<file path="config.mk">
export PLATFORM = sky130hd
export DESIGN_NAME = dtmf_period_decoder
export DESIGN_NICKNAME = d
export VERILOG_FILES = /design/src/rtl/dtmf_pkg.sv /design/src/rtl/dtmf_edge_sync.sv /design/src/rtl/dtmf_group_meter.sv /design/src/rtl/dtmf_period_decoder.sv
export SDC_FILE = /design/constraint.sdc
export NUM_CORES = 1
export LEC_CHECK = 0
export BUFFER_PORTS_ARGS = -buffer_cell sky130_fd_sc_hd__buf_2
export CAP_MARGIN = 15
export CORE_MARGIN = 5
export CORE_UTILIZATION = 67
export DETAILED_ROUTE_END_ITERATION = 12
export PLACE_DENSITY = 0.85
export SYNTH_ARGS = -nofsm -noshare
export SYNTH_HDL_FRONTEND = slang
export SYNTH_SLANG_ARGS = --single-unit
</file>
<file path="constraint.sdc">
create_clock -name clk -period 5.3 [get_ports clk]
set_input_delay 0.795 -clock clk [delete_from_list [all_inputs] [get_ports clk]]
set_output_delay 0.795 -clock clk [all_outputs]
set_load 0.1 [all_outputs]
</file>
<file path="src/rtl/dtmf_pkg.sv">
package dtmf_pkg;

  typedef logic [1:0] bin_t;

  // nominal bin frequency in Hz; grp 0 = row group, grp 1 = column group
  function automatic int unsigned bin_freq(input int unsigned grp, input int unsigned idx);
    int unsigned f;
    if (grp == 0) begin
      case (idx)
        0: f = 697;
        1: f = 770;
        2: f = 852;
        default: f = 941;
      endcase
    end else begin
      case (idx)
        0: f = 1209;
        1: f = 1336;
        2: f = 1477;
        default: f = 1633;
      endcase
    end
    return f;
  endfunction

  // shortest accepted period: frequency 2.5% above nominal, rounded up
  function automatic int unsigned win_lo(input longint unsigned clk_hz, input int unsigned f);
    longint unsigned num, den;
    num = clk_hz * 40;
    den = longint'(f) * 41;
    return int'((num + den - 1) / den);
  endfunction

  // longest accepted period: frequency 2.5% below nominal, rounded down
  function automatic int unsigned win_hi(input longint unsigned clk_hz, input int unsigned f);
    return int'((clk_hz * 40) / (longint'(f) * 39));
  endfunction

  // no-edge limit: slowest bin's upper bound plus a 1/16 margin
  function automatic int unsigned silence_limit(input longint unsigned clk_hz, input int unsigned grp);
    int unsigned h;
    h = win_hi(clk_hz, bin_freq(grp, 0));
    return h + h / 16 + 2;
  endfunction

  // key code for a row/column pair
  function automatic logic [3:0] key_code(input bin_t row, input bin_t col);
    logic [3:0] c;
    if (col == 2'd3)
      c = (row == 2'd3) ? 4'd0 : 4'(13 + row);
    else if (row != 2'd3)
      c = 4'(3 * row + col + 1);
    else
      case (col)
        2'd0: c = 4'd11;
        2'd1: c = 4'd10;
        default: c = 4'd12;
      endcase
    return c;
  endfunction

endpackage

</file>
<file path="src/rtl/dtmf_edge_sync.sv">
module dtmf_edge_sync #(
  parameter int unsigned STAGES = 2
) (
  input  logic clk,
  input  logic rst,
  input  logic sq_in,
  output logic rise
);
  logic [STAGES:0] pipe;

  always_ff @(posedge clk) begin
    if (rst) pipe <= '0;
    else     pipe <= {pipe[STAGES-1:0], sq_in};
  end

  // pipe[STAGES-1] is the synchronised level, pipe[STAGES] its delayed copy
  assign rise = pipe[STAGES-1] & ~pipe[STAGES];

endmodule

</file>
<file path="src/rtl/dtmf_group_meter.sv">
module dtmf_group_meter
  import dtmf_pkg::*;
#(
  parameter longint unsigned CLK_HZ = 3579545,
  parameter int unsigned     GRP    = 0
) (
  input  logic clk,
  input  logic rst,
  input  logic rise,
  output logic grp_valid,
  output bin_t grp_bin
);
  localparam int unsigned NBIN = 4;
  localparam int unsigned TMO  = silence_limit(CLK_HZ, GRP);
  localparam int unsigned CW   = $clog2(TMO + 1);

  logic [CW-1:0]   cnt;
  logic            armed;
  logic            last_ok;
  bin_t            last_bin;
  logic [NBIN-1:0] in_win;
  logic            cur_ok;
  bin_t            cur_bin;
  logic            silent;

  for (genvar i = 0; i < NBIN; i++) begin : g_win
    localparam int unsigned LO = win_lo(CLK_HZ, bin_freq(GRP, i));
    localparam int unsigned HI = win_hi(CLK_HZ, bin_freq(GRP, i));
    assign in_win[i] = (cnt >= CW'(LO)) && (cnt <= CW'(HI));
  end

  always_comb begin
    cur_bin = '0;
    for (int i = NBIN - 1; i >= 0; i--)
      if (in_win[i]) cur_bin = bin_t'(i);
  end

  assign cur_ok = |in_win;
  assign silent = armed && (cnt >= CW'(TMO));

  always_ff @(posedge clk) begin
    if (rst) begin
      cnt       <= '0;
      armed     <= 1'b0;
      last_ok   <= 1'b0;
      last_bin  <= '0;
      grp_valid <= 1'b0;
      grp_bin   <= '0;
    end else if (rise) begin
      cnt      <= CW'(1);
      armed    <= 1'b1;
      last_ok  <= armed && cur_ok;
      last_bin <= cur_bin;
      if (armed && cur_ok && last_ok && (cur_bin == last_bin)) begin
        grp_valid <= 1'b1;
        grp_bin   <= cur_bin;
      end else begin
        grp_valid <= 1'b0;
      end
    end else if (silent) begin
      cnt       <= '0;
      armed     <= 1'b0;
      last_ok   <= 1'b0;
      grp_valid <= 1'b0;
    end else if (armed) begin
      cnt <= cnt + CW'(1);
    end
  end

  // a group can only become valid on a measured edge
  p_valid_on_edge_r5: assert property (@(posedge clk) disable iff (rst)
    $rose(grp_valid) |-> $past(rise));

  // the period counter never runs past the silence limit
  p_no_overflow_r7: assert property (@(posedge clk) disable iff (rst)
    cnt <= CW'(TMO));

  // silence clears the group on the next cycle
  p_silence_clears_r7: assert property (@(posedge clk) disable iff (rst)
    (silent && !rise) |=> !grp_valid);

endmodule

</file>
<file path="src/rtl/dtmf_period_decoder.sv">
module dtmf_period_decoder
  import dtmf_pkg::*;
#(
  parameter longint unsigned CLK_HZ    = 3579545,
  parameter int unsigned     SYNC_STGS = 2
) (
  input  logic       clk,
  input  logic       rst,
  input  logic       low_sq,
  input  logic       high_sq,
  input  logic       col4_block,
  output logic [3:0] digit_code,
  output logic       tone_valid
);
  localparam bin_t LAST_COL = bin_t'(3);

  logic rise_lo, rise_hi;
  logic lo_valid, hi_valid;
  bin_t lo_bin, hi_bin;
  logic pair_ok;

  dtmf_edge_sync #(.STAGES(SYNC_STGS)) u_sync_lo (
    .clk(clk), .rst(rst), .sq_in(low_sq), .rise(rise_lo));
  dtmf_edge_sync #(.STAGES(SYNC_STGS)) u_sync_hi (
    .clk(clk), .rst(rst), .sq_in(high_sq), .rise(rise_hi));

  dtmf_group_meter #(.CLK_HZ(CLK_HZ), .GRP(0)) u_row (
    .clk(clk), .rst(rst), .rise(rise_lo), .grp_valid(lo_valid), .grp_bin(lo_bin));
  dtmf_group_meter #(.CLK_HZ(CLK_HZ), .GRP(1)) u_col (
    .clk(clk), .rst(rst), .rise(rise_hi), .grp_valid(hi_valid), .grp_bin(hi_bin));

  assign pair_ok = lo_valid && hi_valid && !(col4_block && (hi_bin == LAST_COL));

  always_ff @(posedge clk) begin
    if (rst) begin
      tone_valid <= 1'b0;
      digit_code <= 4'd0;
    end else begin
      tone_valid <= pair_ok;
      if (pair_ok) digit_code <= key_code(lo_bin, hi_bin);
    end
  end

  // valid output requires both groups confirmed one cycle earlier
  p_both_groups_r1: assert property (@(posedge clk) disable iff (rst)
    tone_valid |-> $past(lo_valid && hi_valid));

  // inhibited fourth column never reported
  p_col4_blocked_r4: assert property (@(posedge clk) disable iff (rst)
    (tone_valid && $past(col4_block)) |-> ($past(hi_bin) != LAST_COL));

  // code holds whenever the output is not valid
  p_code_hold_r6: assert property (@(posedge clk) disable iff (rst)
    !tone_valid |-> $stable(digit_code));

endmodule

</file>
==> metrics.md <==
| Metric | Value |
|---|---|
| Post-cts sizing count | `0` |
| Final GP Congestion | `0.972` |
| CTS buffer count | `5` |
| Vias post-DR | `2494` |
| I/O pins | `10` |
| TritonCTS clock tree | `yes` |
| Post-DP HPWL | `4010 um` |
| WL met3 | `254 um` |
| Vias per inst | `6.10` |
| VDD IR max | `0.000129 V` |
| Worst Path Arrival | `2.76 ns` |
| Yosys reg bits | `50` |
| Number of setup violations in the final report | `0` |
| Part of the Yosys area used for sequential elements | `34.1%` |
| RSZ-0062 raised after global routing | `false` |
| Deepest clock path buffer count | `2` |
| Hold WS | `0.452 ns` |
| Async SR Flop Fraction | `0%` |
| Slew @ Worst Pin | `0.964 ns` |
| Number of synthesis warnings | `0` |
| First-pass GRT wire length | `10100 um` |
| Syn nets | `383` |
| Drc violations | `0` |
| Worst EP required | `5.51 ns` |
| Die area | `5800 um^2` |
| Final antenna diode count | `0` |
| Grt ovf | `0` |
| Worst slew margin | `35.3%` |
| Synth cell types | `62` |
| Final clock skew | `0.00847 ns` |
| Crit end category | `register` |
| Mapped Area | `2930 um^2` |
| Height of the die | `76.2 um` |
| Lkg Pwr | `1.05 nW` |
| Nets | `375` |
| Wl on met1 | `2660 um` |
| Most frequent cells in the layout | `nor2_1 (58), dfxtp_1 (50), a21oi_1 (19)` |
| Vias in the first global route | `2316` |
| DR iter-0 viols | `164` |
| Initial Util | `68.3%` |
| H-tree Lvls | `2` |
| FP Rows | `24` |
| Number of enable flip-flop cells after synthesis | `0` |
| Setup TNS Final | `0 ns` |
| Final cycle utilization of the critical path | `48.2%` |
| # Post-CTS Setup Buffers | `0` |
| Mean post-synth cell area | `8.04 um^2` |
| Wire length on met2 | `2590 um` |
| Commonest non-fill, non-tap cell in the layout | `nor2_1` |
| Setup CP Type | `register to register` |
| Crit path launch type | `register` |
| Clock sink count | `50` |
| Overall routing resource usage | `20.0%` |
| Clock transition at the registers of the reported paths | `0.09 ns` |
| Max layer used | `met4` |
| CTS root buf | `clkbuf_8` |
| Worst-Skew Late Latency | `0.29 ns` |
| CP Max Fanout | `9` |
| Largest net degree at the start of global routing | `32` |
| Layout cells sized above 1 | `6.72%` |
| I/O Buffers | `9` |
| Routed wire length per instance | `13.6 um` |
| Cell Pwr Density | `207 nW/um^2` |
| Final WL | `5560 um` |
| Floorplan die width | `76.2 um` |
| Hold Violations, Final | `0` |
| First drt pass iteration count | `5` |
| Total of max-cap violations | `0` |
| Worst min path class | `register to register` |
| Hold Buf Count CTS | `0` |
| Status | `finished, final reports clean` |
| Fin. max-slew vios | `0` |
| Antenna violations before repair | `0` |
| Ys flop type | `dfxtp_1` |
| Post-DRT Antenna Nets | `0` |
| Highest Clock Rate | `392 MHz` |
| Area grow syn2layout | `3.24%` |
| Min cycle time layout | `2.55 ns` |
| Core ar. | `4290 um^2` |
| Post-synthesis cell count | `365` |
==> registers in the layout (all words and copies together), names as in the netlist, 2 cells and up <==
signal	count
u_row.cnt	13
u_col.cnt	12
digit_code	4
u_sync_hi.pipe	3
u_sync_lo.pipe	3
u_col.grp_bin	2
u_col.last_bin	2
u_row.grp_bin	2
u_row.last_bin	2
==> final timing paths <==
kind	from	endpoint	slack, ns	cells past startpoint
worst max-delay path	u_row.cnt[1]	u_row.grp_bin[1]	2.75	7
worst min-delay path	u_sync_hi.pipe[0]	u_sync_hi.pipe[1]	0.45	1
worst min register to register	u_sync_hi.pipe[0]	u_sync_hi.pipe[1]	0.45	1
worst max register to register	u_row.cnt[1]	u_row.grp_bin[1]	2.75	7
==> worst max-delay path, stage by stage (launching register included) <==
cell and delay [ns]:
dfxtp_1 0.48, inv_1 0.08, ha_1 0.20, or4_4 0.51, a41o_4 0.30, or4_4 0.50, a21o_1 0.18, a211oi_1 0.22
==> cell usage after synthesis (3+ instances only) <==
library cell	instances	share of area [%]
nor2_1	58	7.4
dfxtp_1	50	34
a21oi_1	19	3.2
clkbuf_1	19	2.4
inv_1	18	2.3
nand2_1	17	2.2
o21ai_0	13	2.2
a211oi_1	12	3.1
nor2b_1	12	2.6
xnor2_1	12	3.6
ha_1	11	4.7
nand3_1	11	1.9
nand4_1	11	2.3
xor2_1	10	3.0
nor4_1	5	1.1
and3_1	4	0.85
and4b_1	4	1.4
buf_2	4	0.68
mux2i_1	4	1.4
nand2b_1	4	0.85
o211ai_1	4	1.0
o21ai_1	4	0.68
a311oi_1	3	0.90
a31oi_1	3	0.64
and2_1	3	0.64
or3_1	3	0.64
==> routing by layer <==
metal	vias to the layer above	track usage (%)
met5	-	0
met4	0	5.59
met3	10	4.49
met2	62	32.6
met1	1143	26.4
li1	1279	-
==> power breakdown <==
group | switching, W | total, W | internal [W]
clock network | 0.000120 | 0.000210 | 0.0000908
registers | 0.00000743 | 0.000388 | 0.000381
logic | 0.0000176 | 0.0000280 | 0.0000104
total | 0.000145 | 0.000627 | 0.000482
==> logic make-up after synthesis <==
| family | share of synthesized area, % |
|---|---|
| simple gates | 26.8 |
| flops | 34.1 |
| compound gates | 18.9 |
| buf+inv | 5.80 |
| xor+xnor | 6.57 |
| mux | 1.75 |
| fa+ha+maj | 6.06 |
==> layout make-up <==
type	instances	area, um^2
clock inverter	1	7.51
sequential	50	1000
timing repair buffer	9	45.0
inverter	20	75.1
tap	52	65.1
multi-input combinational	271	1760
fill	356	1260
clock buffer	6	72.6
==> per-stage QoR <==
step / setup WS [ns] / utilization [%] / power (W) / area, um^2 / cells
3_5_place_dp: 2.76 / 68.7 / 0.000425 / 2950 / 402
2_1_floorplan: 2.90 / - / 0.000418 / 2930 / 365
6_report: 2.75 / 70.5 / 0.000627 / 3030 / 409
5_1_grt: 2.62 / 70.5 / 0.000656 / 3030 / 409
4_1_cts: 2.74 / 70.5 / 0.000632 / 3030 / 409
3_3_place_gp: 2.85 / 68.7 / 0.000424 / 2950 / 402
(Power assumes the default switching activity.)
